`config.mk`:
```
export PLATFORM = sky130hd
export DESIGN_NAME = hwflow_ctl
export DESIGN_NICKNAME = d
export VERILOG_FILES = /design/src/rtl/hwflow_pkg.sv /design/src/rtl/hwflow_sync.sv /design/src/rtl/hwflow_rts.sv /design/src/rtl/hwflow_txgate.sv /design/src/rtl/hwflow_ctl.sv
export SDC_FILE = /design/constraint.sdc
export NUM_CORES = 1
export LEC_CHECK = 0
export CAP_MARGIN = 30
export CORE_MARGIN = 3
export CORE_UTILIZATION = 41
export DETAILED_ROUTE_END_ITERATION = 10
export MAX_ROUTING_LAYER = met4
export PLACE_DENSITY_LB_ADDON = 0.15
export REMOVE_ABC_BUFFERS = 1
export SETUP_SLACK_MARGIN = 0.3
export SYNTH_ARGS = -nofsm -noshare
export SYNTH_HDL_FRONTEND = slang
export SYNTH_SLANG_ARGS = --single-unit
```
`constraint.sdc`:
```
create_clock -name clk -period 4 [get_ports clk]
set_clock_uncertainty 0.15 [all_clocks]
set_input_delay 1.2 -clock clk [delete_from_list [all_inputs] [get_ports clk]]
set_output_delay 1.2 -clock clk [all_outputs]
set_load 0.02 [all_outputs]
```
`src/rtl/hwflow_pkg.sv`:
```
package hwflow_pkg;
  // Level of an active-low handshake line.
  typedef enum logic {
    LINE_ASSERTED = 1'b0,
    LINE_RELEASED = 1'b1
  } line_lvl_e;

  localparam int unsigned HWF_SYNC_STAGES = 2;
endpackage

```
`src/rtl/hwflow_sync.sv`:
```
module hwflow_sync #(
  parameter int unsigned STAGES  = 2,
  parameter logic        RST_VAL = 1'b1
) (
  input  logic clk,
  input  logic rst_n,
  input  logic d,
  output logic q
);
  logic [STAGES-1:0] chain;

  for (genvar i = 0; i < STAGES; i++) begin : g_stage
    if (i == 0) begin : g_first
      always_ff @(posedge clk) begin
        if (!rst_n) chain[i] <= RST_VAL;
        else        chain[i] <= d;
      end
    end else begin : g_next
      always_ff @(posedge clk) begin
        if (!rst_n) chain[i] <= RST_VAL;
        else        chain[i] <= chain[i-1];
      end
    end
  end

  assign q = chain[STAGES-1];
endmodule

```
`src/rtl/hwflow_rts.sv`:
```
module hwflow_rts
  import hwflow_pkg::*;
#(
  parameter int unsigned CNT_W = 7
) (
  input  logic             clk,
  input  logic             rst_n,
  input  logic             auto_en,
  input  logic             sw_req,
  input  logic [CNT_W-1:0] count,
  input  logic [CNT_W-1:0] mark_hi,
  input  logic [CNT_W-1:0] mark_lo,
  output logic             rts_n
);
  line_lvl_e        rts_q;
  logic [CNT_W-1:0] lo_eff;

  // A lower mark not below the upper one collapses onto it.
  assign lo_eff = (mark_lo < mark_hi) ? mark_lo : mark_hi;

  always_ff @(posedge clk) begin
    if (!rst_n) begin
      rts_q <= LINE_ASSERTED;
    end else if (!auto_en) begin
      rts_q <= sw_req ? LINE_ASSERTED : LINE_RELEASED;
    end else if (count >= mark_hi) begin
      rts_q <= LINE_RELEASED;
    end else if (count <= lo_eff) begin
      rts_q <= LINE_ASSERTED;
    end
  end

  assign rts_n = rts_q;
endmodule

```
`src/rtl/hwflow_txgate.sv`:
```
module hwflow_txgate (
  input  logic clk,
  input  logic rst_n,
  input  logic auto_en,
  input  logic cts_ok,
  input  logic tx_boundary,
  output logic tx_permit
);
  logic permit_q;
  logic permit_now;

  // Fresh decision at a boundary, frozen decision mid-character.
  assign permit_now = tx_boundary ? cts_ok : permit_q;

  always_ff @(posedge clk) begin
    if (!rst_n) permit_q <= 1'b0;
    else        permit_q <= permit_now;
  end

  assign tx_permit = !auto_en || permit_now;
endmodule

```
`src/rtl/hwflow_ctl.sv`:
```
module hwflow_ctl
  import hwflow_pkg::*;
#(
  parameter int unsigned CNT_W = 7
) (
  input  logic             clk,
  input  logic             rst_n,
  input  logic [CNT_W-1:0] rx_count,
  input  logic [CNT_W-1:0] rts_hi,
  input  logic [CNT_W-1:0] rts_lo,
  input  logic [CNT_W-1:0] rx_trig,
  input  logic             auto_rts_en,
  input  logic             auto_cts_en,
  input  logic             rts_sw_req,
  input  logic             cts_n,
  input  logic             tx_boundary,
  output logic             rts_n,
  output logic             tx_permit,
  output logic             rx_irq
);
  logic cts_n_s;
  logic cts_ok;
  logic irq_q;

  hwflow_sync #(
    .STAGES (HWF_SYNC_STAGES),
    .RST_VAL(LINE_RELEASED)
  ) u_cts_sync (
    .clk  (clk),
    .rst_n(rst_n),
    .d    (cts_n),
    .q    (cts_n_s)
  );

  assign cts_ok = (cts_n_s == LINE_ASSERTED);

  hwflow_rts #(
    .CNT_W(CNT_W)
  ) u_rts (
    .clk    (clk),
    .rst_n  (rst_n),
    .auto_en(auto_rts_en),
    .sw_req (rts_sw_req),
    .count  (rx_count),
    .mark_hi(rts_hi),
    .mark_lo(rts_lo),
    .rts_n  (rts_n)
  );

  hwflow_txgate u_txgate (
    .clk        (clk),
    .rst_n      (rst_n),
    .auto_en    (auto_cts_en),
    .cts_ok     (cts_ok),
    .tx_boundary(tx_boundary),
    .tx_permit  (tx_permit)
  );

  always_ff @(posedge clk) begin
    if (!rst_n) irq_q <= 1'b0;
    else        irq_q <= (rx_count >= rx_trig);
  end

  assign rx_irq = irq_q;
endmodule

```
==> results of run 1 <==
[cells by family after synthesis]
logic type	after synthesis	share of synthesized area
multiplexers	8	0.101
AND/OR/NAND/NOR	17	0.112
adder cells (fa/ha/maj)	27	0.402
AO/OA/AOI/OAI	24	0.195
buffers and inverters	16	0.0714
flip-flops	5	0.119
[metrics by stage]
step	setup TNS, ps	area [um^2]	util
floorplan	0	841	-
global placement	-82.7	1300	0.715
detailed placement	-220	1300	0.715
CTS	0	1400	0.767
global route	0	1520	0.834
finish	0	1520	0.834
[layout by cell type (no fill, tap or decap), types with 2 or more instances in the layout]
cell	count
a211oi_1	3
a21o_1	2
a21oi_1	3
a21oi_2	4
a31oi_1	2
buf_4	9
buf_6	4
clkbuf_2	2
clkbuf_4	3
clkdlybuf4s50_1	22
dfxtp_1	5
dlymetal6s2s_1	11
ha_1	21
ha_4	5
inv_1	10
inv_2	6
mux2i_1	5
nand2_1	3
nand2b_1	4
nand3_1	2
nor2b_1	3
o21ai_0	2
o21ai_1	2
[layout make-up]
type                       count  area [um^2]  area share
multi-input combinational     76          790       0.520
timing repair buffer          50          510       0.336
sequential                     5          100      0.0660
inverter                      16         60.1      0.0396
tap                           25         31.3      0.0206
clock buffer                   4         26.3      0.0173
[cell usage after synthesis]
master / count
mux2i_1: 7
nand2b_1: 4
dfxtp_1: 5
a21oi_2: 2
ha_1: 27
a21o_2: 1
o21ai_0: 3
nand2_1: 3
nand3b_1: 1
nand3_1: 3
nand4_1: 1
nor2_1: 1
o21ai_4: 1
mux2_4: 1
o2111ai_1: 1
o211ai_1: 1
a21oi_1: 6
inv_1: 16
a211oi_1: 3
o21ai_1: 2
or3_1: 1
a31oi_1: 2
nor2b_1: 3
a21o_1: 2
[power by group through the flow]
stage / Combinational [uW] / Sequential (uW) / Clock, uW
after floorplan: 68.8 / 56.9 / 0
after global placement: 132 / 54.7 / 0
after detailed placement: 137 / 54.9 / 0
after CTS: 152 / 54.0 / 57.7
after global routing: 194 / 54.3 / 61.9
final: 176 / 54.1 / 56.3
[sequential cells by signal (all words and copies together), names as in the netlist]
signal             flops
rx_irq                 1
u_cts_sync.chain       1
u_cts_sync.q           1
u_rts.rts_n            1
u_txgate.permit_q      1
[timing repair]
item                                    4_1_cts  5_1_grt
endpoints found under the setup margin        2        2
setup buffers                                 4        1
pin swaps                                     6       11
resized for setup                            10       37
hold endpoints to repair                      0        0
[critical path, cell delays in order]
cell and delay, ps:
buf_4 100, inv_2 50, ha_4 260, nand2_1 60
o21ai_2 140, a21oi_2 80, o21ai_4 270, buf_6 150
mux2i_1 170, ha_1 270, o21ai_1 180, nor2_1 60
or3_1 360, o211ai_1 100, a31oi_1 110
[path summary, 6_finish.rpt]
kind / startpoint / endpoint / slack [ps] / depth (start not counted)
max: rts_hi[2] / u_rts.rts_n$_SDFFE_PN0P_ / 360 / 15
max reg2reg: u_cts_sync.q$_SDFF_PN1_ / u_txgate.permit_q$_SDFF_PN0_ / 3150 / 3
min: u_cts_sync.chain[0]$_SDFF_PN1_ / u_cts_sync.q$_SDFF_PN1_ / 280 / 1
min reg2reg: u_cts_sync.chain[0]$_SDFF_PN1_ / u_cts_sync.q$_SDFF_PN1_ / 280 / 1
[metal layers]
metal	part of all wire	vias up	GRT usage
li1	-	460	-
met4	0.024	0	0.0393
met3	0.053	6	0.0262
met1	0.37	426	0.185
met5	0	-	-
met2	0.55	29	0.361
==> summary.txt, run 1 <==
Outcome
  • Outcome: finished clean

Route
  • DRT Wirelength: 2450 um
  • First-pass DRT Iterations: 2
  • Via count: 921
  • Per-cell routed wire length: 13.9 um
  • # DRC: 0
  • Number of DRC markers in iteration 0: 5
  • DR vias/cell: 5.23
  • Detail Route Antenna Nets: 0

Synth
  • Sequential fraction of the synthesis area: 0.119
  • Top post-synthesis cells by area: ha_1 (40%), dfxtp_1 (12%), mux2i_1 (8.3%)
  • Cell Area, Synth: 841 um^2
  • Area leader, netlist: ha_1
  • Synth Register Bits: 5
  • Cell variety after synth: 24
  • Cells after Synth: 97
  • Synth Warn #: 0
  • Syn Area/Cell: 8.67 um^2
  • Synth top area share: 0.402

Global route
  • Number of global-route vias before repair: 951
  • Antenna violations before repair: 0
  • Congestion Overflow GR: 0
  • GRT Overall Usage: 0.181
  • Largest net degree at the start of global routing: 7
  • Global-route wire length before repair: 3680 um

Clock tree
  • H-tree Lvls: 1
  • CTS tree: yes
  • TritonCTS Buffers: 3
  • Reg clk slew, reported paths: 50 ps
  • Worst skew pair latency: 230 ps
  • Clk root buf: clkbuf_4
  • Clock Path Buffers: 2
  • Clk sink count: 5
  • Cts hold-fix bufs: 0

Final layout
  • Fraction of layout cells with a size suffix above 1: 0.285
  • Fillers: 112
  • Non-filler cells, final: 176
  • Final #Nets: 214
  • Area grow syn2layout: 80.5%
  • ANT cells: 0

Place
  • Place WS: -220 ps
  • Final HPWL DP: 1840 um
  • Port bufs: 37
  • Gpl congestion: 0.738
  • Number of cells after detailed placement: 167

Critical path
  • Crit path launch type: primary input
  • Crit path DAT: 3580 ps
  • CP Capture Type: flip-flop
  • Critical-path maximum fanout: 6
  • Critical path class: primary input to flip-flop
  • WP data required: 3940 ps

Power and ir drop
  • Peak VDD IR: 121 uV
  • Reg power frac: 0.189
  • P per Cell Area: 189 nW/um^2
  • Design Power: 287 uW
  • Leak: 0.000797 uW
  • Clock Power Share: 0.196
  • Psw: 94.1 uW
  • Combinational share of power: 0.615
  • Internal power: 192 uW
  • Sw Share: 0.328

Floorplan
  • Ports: 38
  • Rows: 15
  • Initial core utilization: 0.462
  • Die Wd: 51.3 um
  • Core Area: 1820 um^2
  • Die H: 51.3 um
  • Die area: 2630 um^2

STA
  • Final period utilization: 0.909
  • Max_slew headroom: 0.793
  • RSZ-0062 raised after global routing: yes
  • Minimum clock period: 3640 ps
  • Setup WS post-layout: 362 ps
  • Hold_ws: 278 ps
  • Final Max Tran Viols: 0
  • Final setup fails: 0
  • Fmax: 0.275 GHz
  • Slew @ Worst Pin: 309 ps
  • Final Hold Vio Count: 0

Hold path
  • Hold Crit Class: flip-flop to flip-flop

Flow run
  • Max Cap Violations: 0
(Power assumes the default switching activity.)
==> inputs of run 2 (changes only) <==
Settings changed: GPL_ROUTABILITY_DRIVEN from default to 0.
==> results of run 2 <==
No change in the layout: final DEF, timing and power equal those of run 1.
==> inputs of run 3 (changes only) <==
Settings changed: CTS_CLUSTER_SIZE from default to 40.
==> results of run 3 <==
No change in the layout: final DEF, timing and power equal those of run 1.
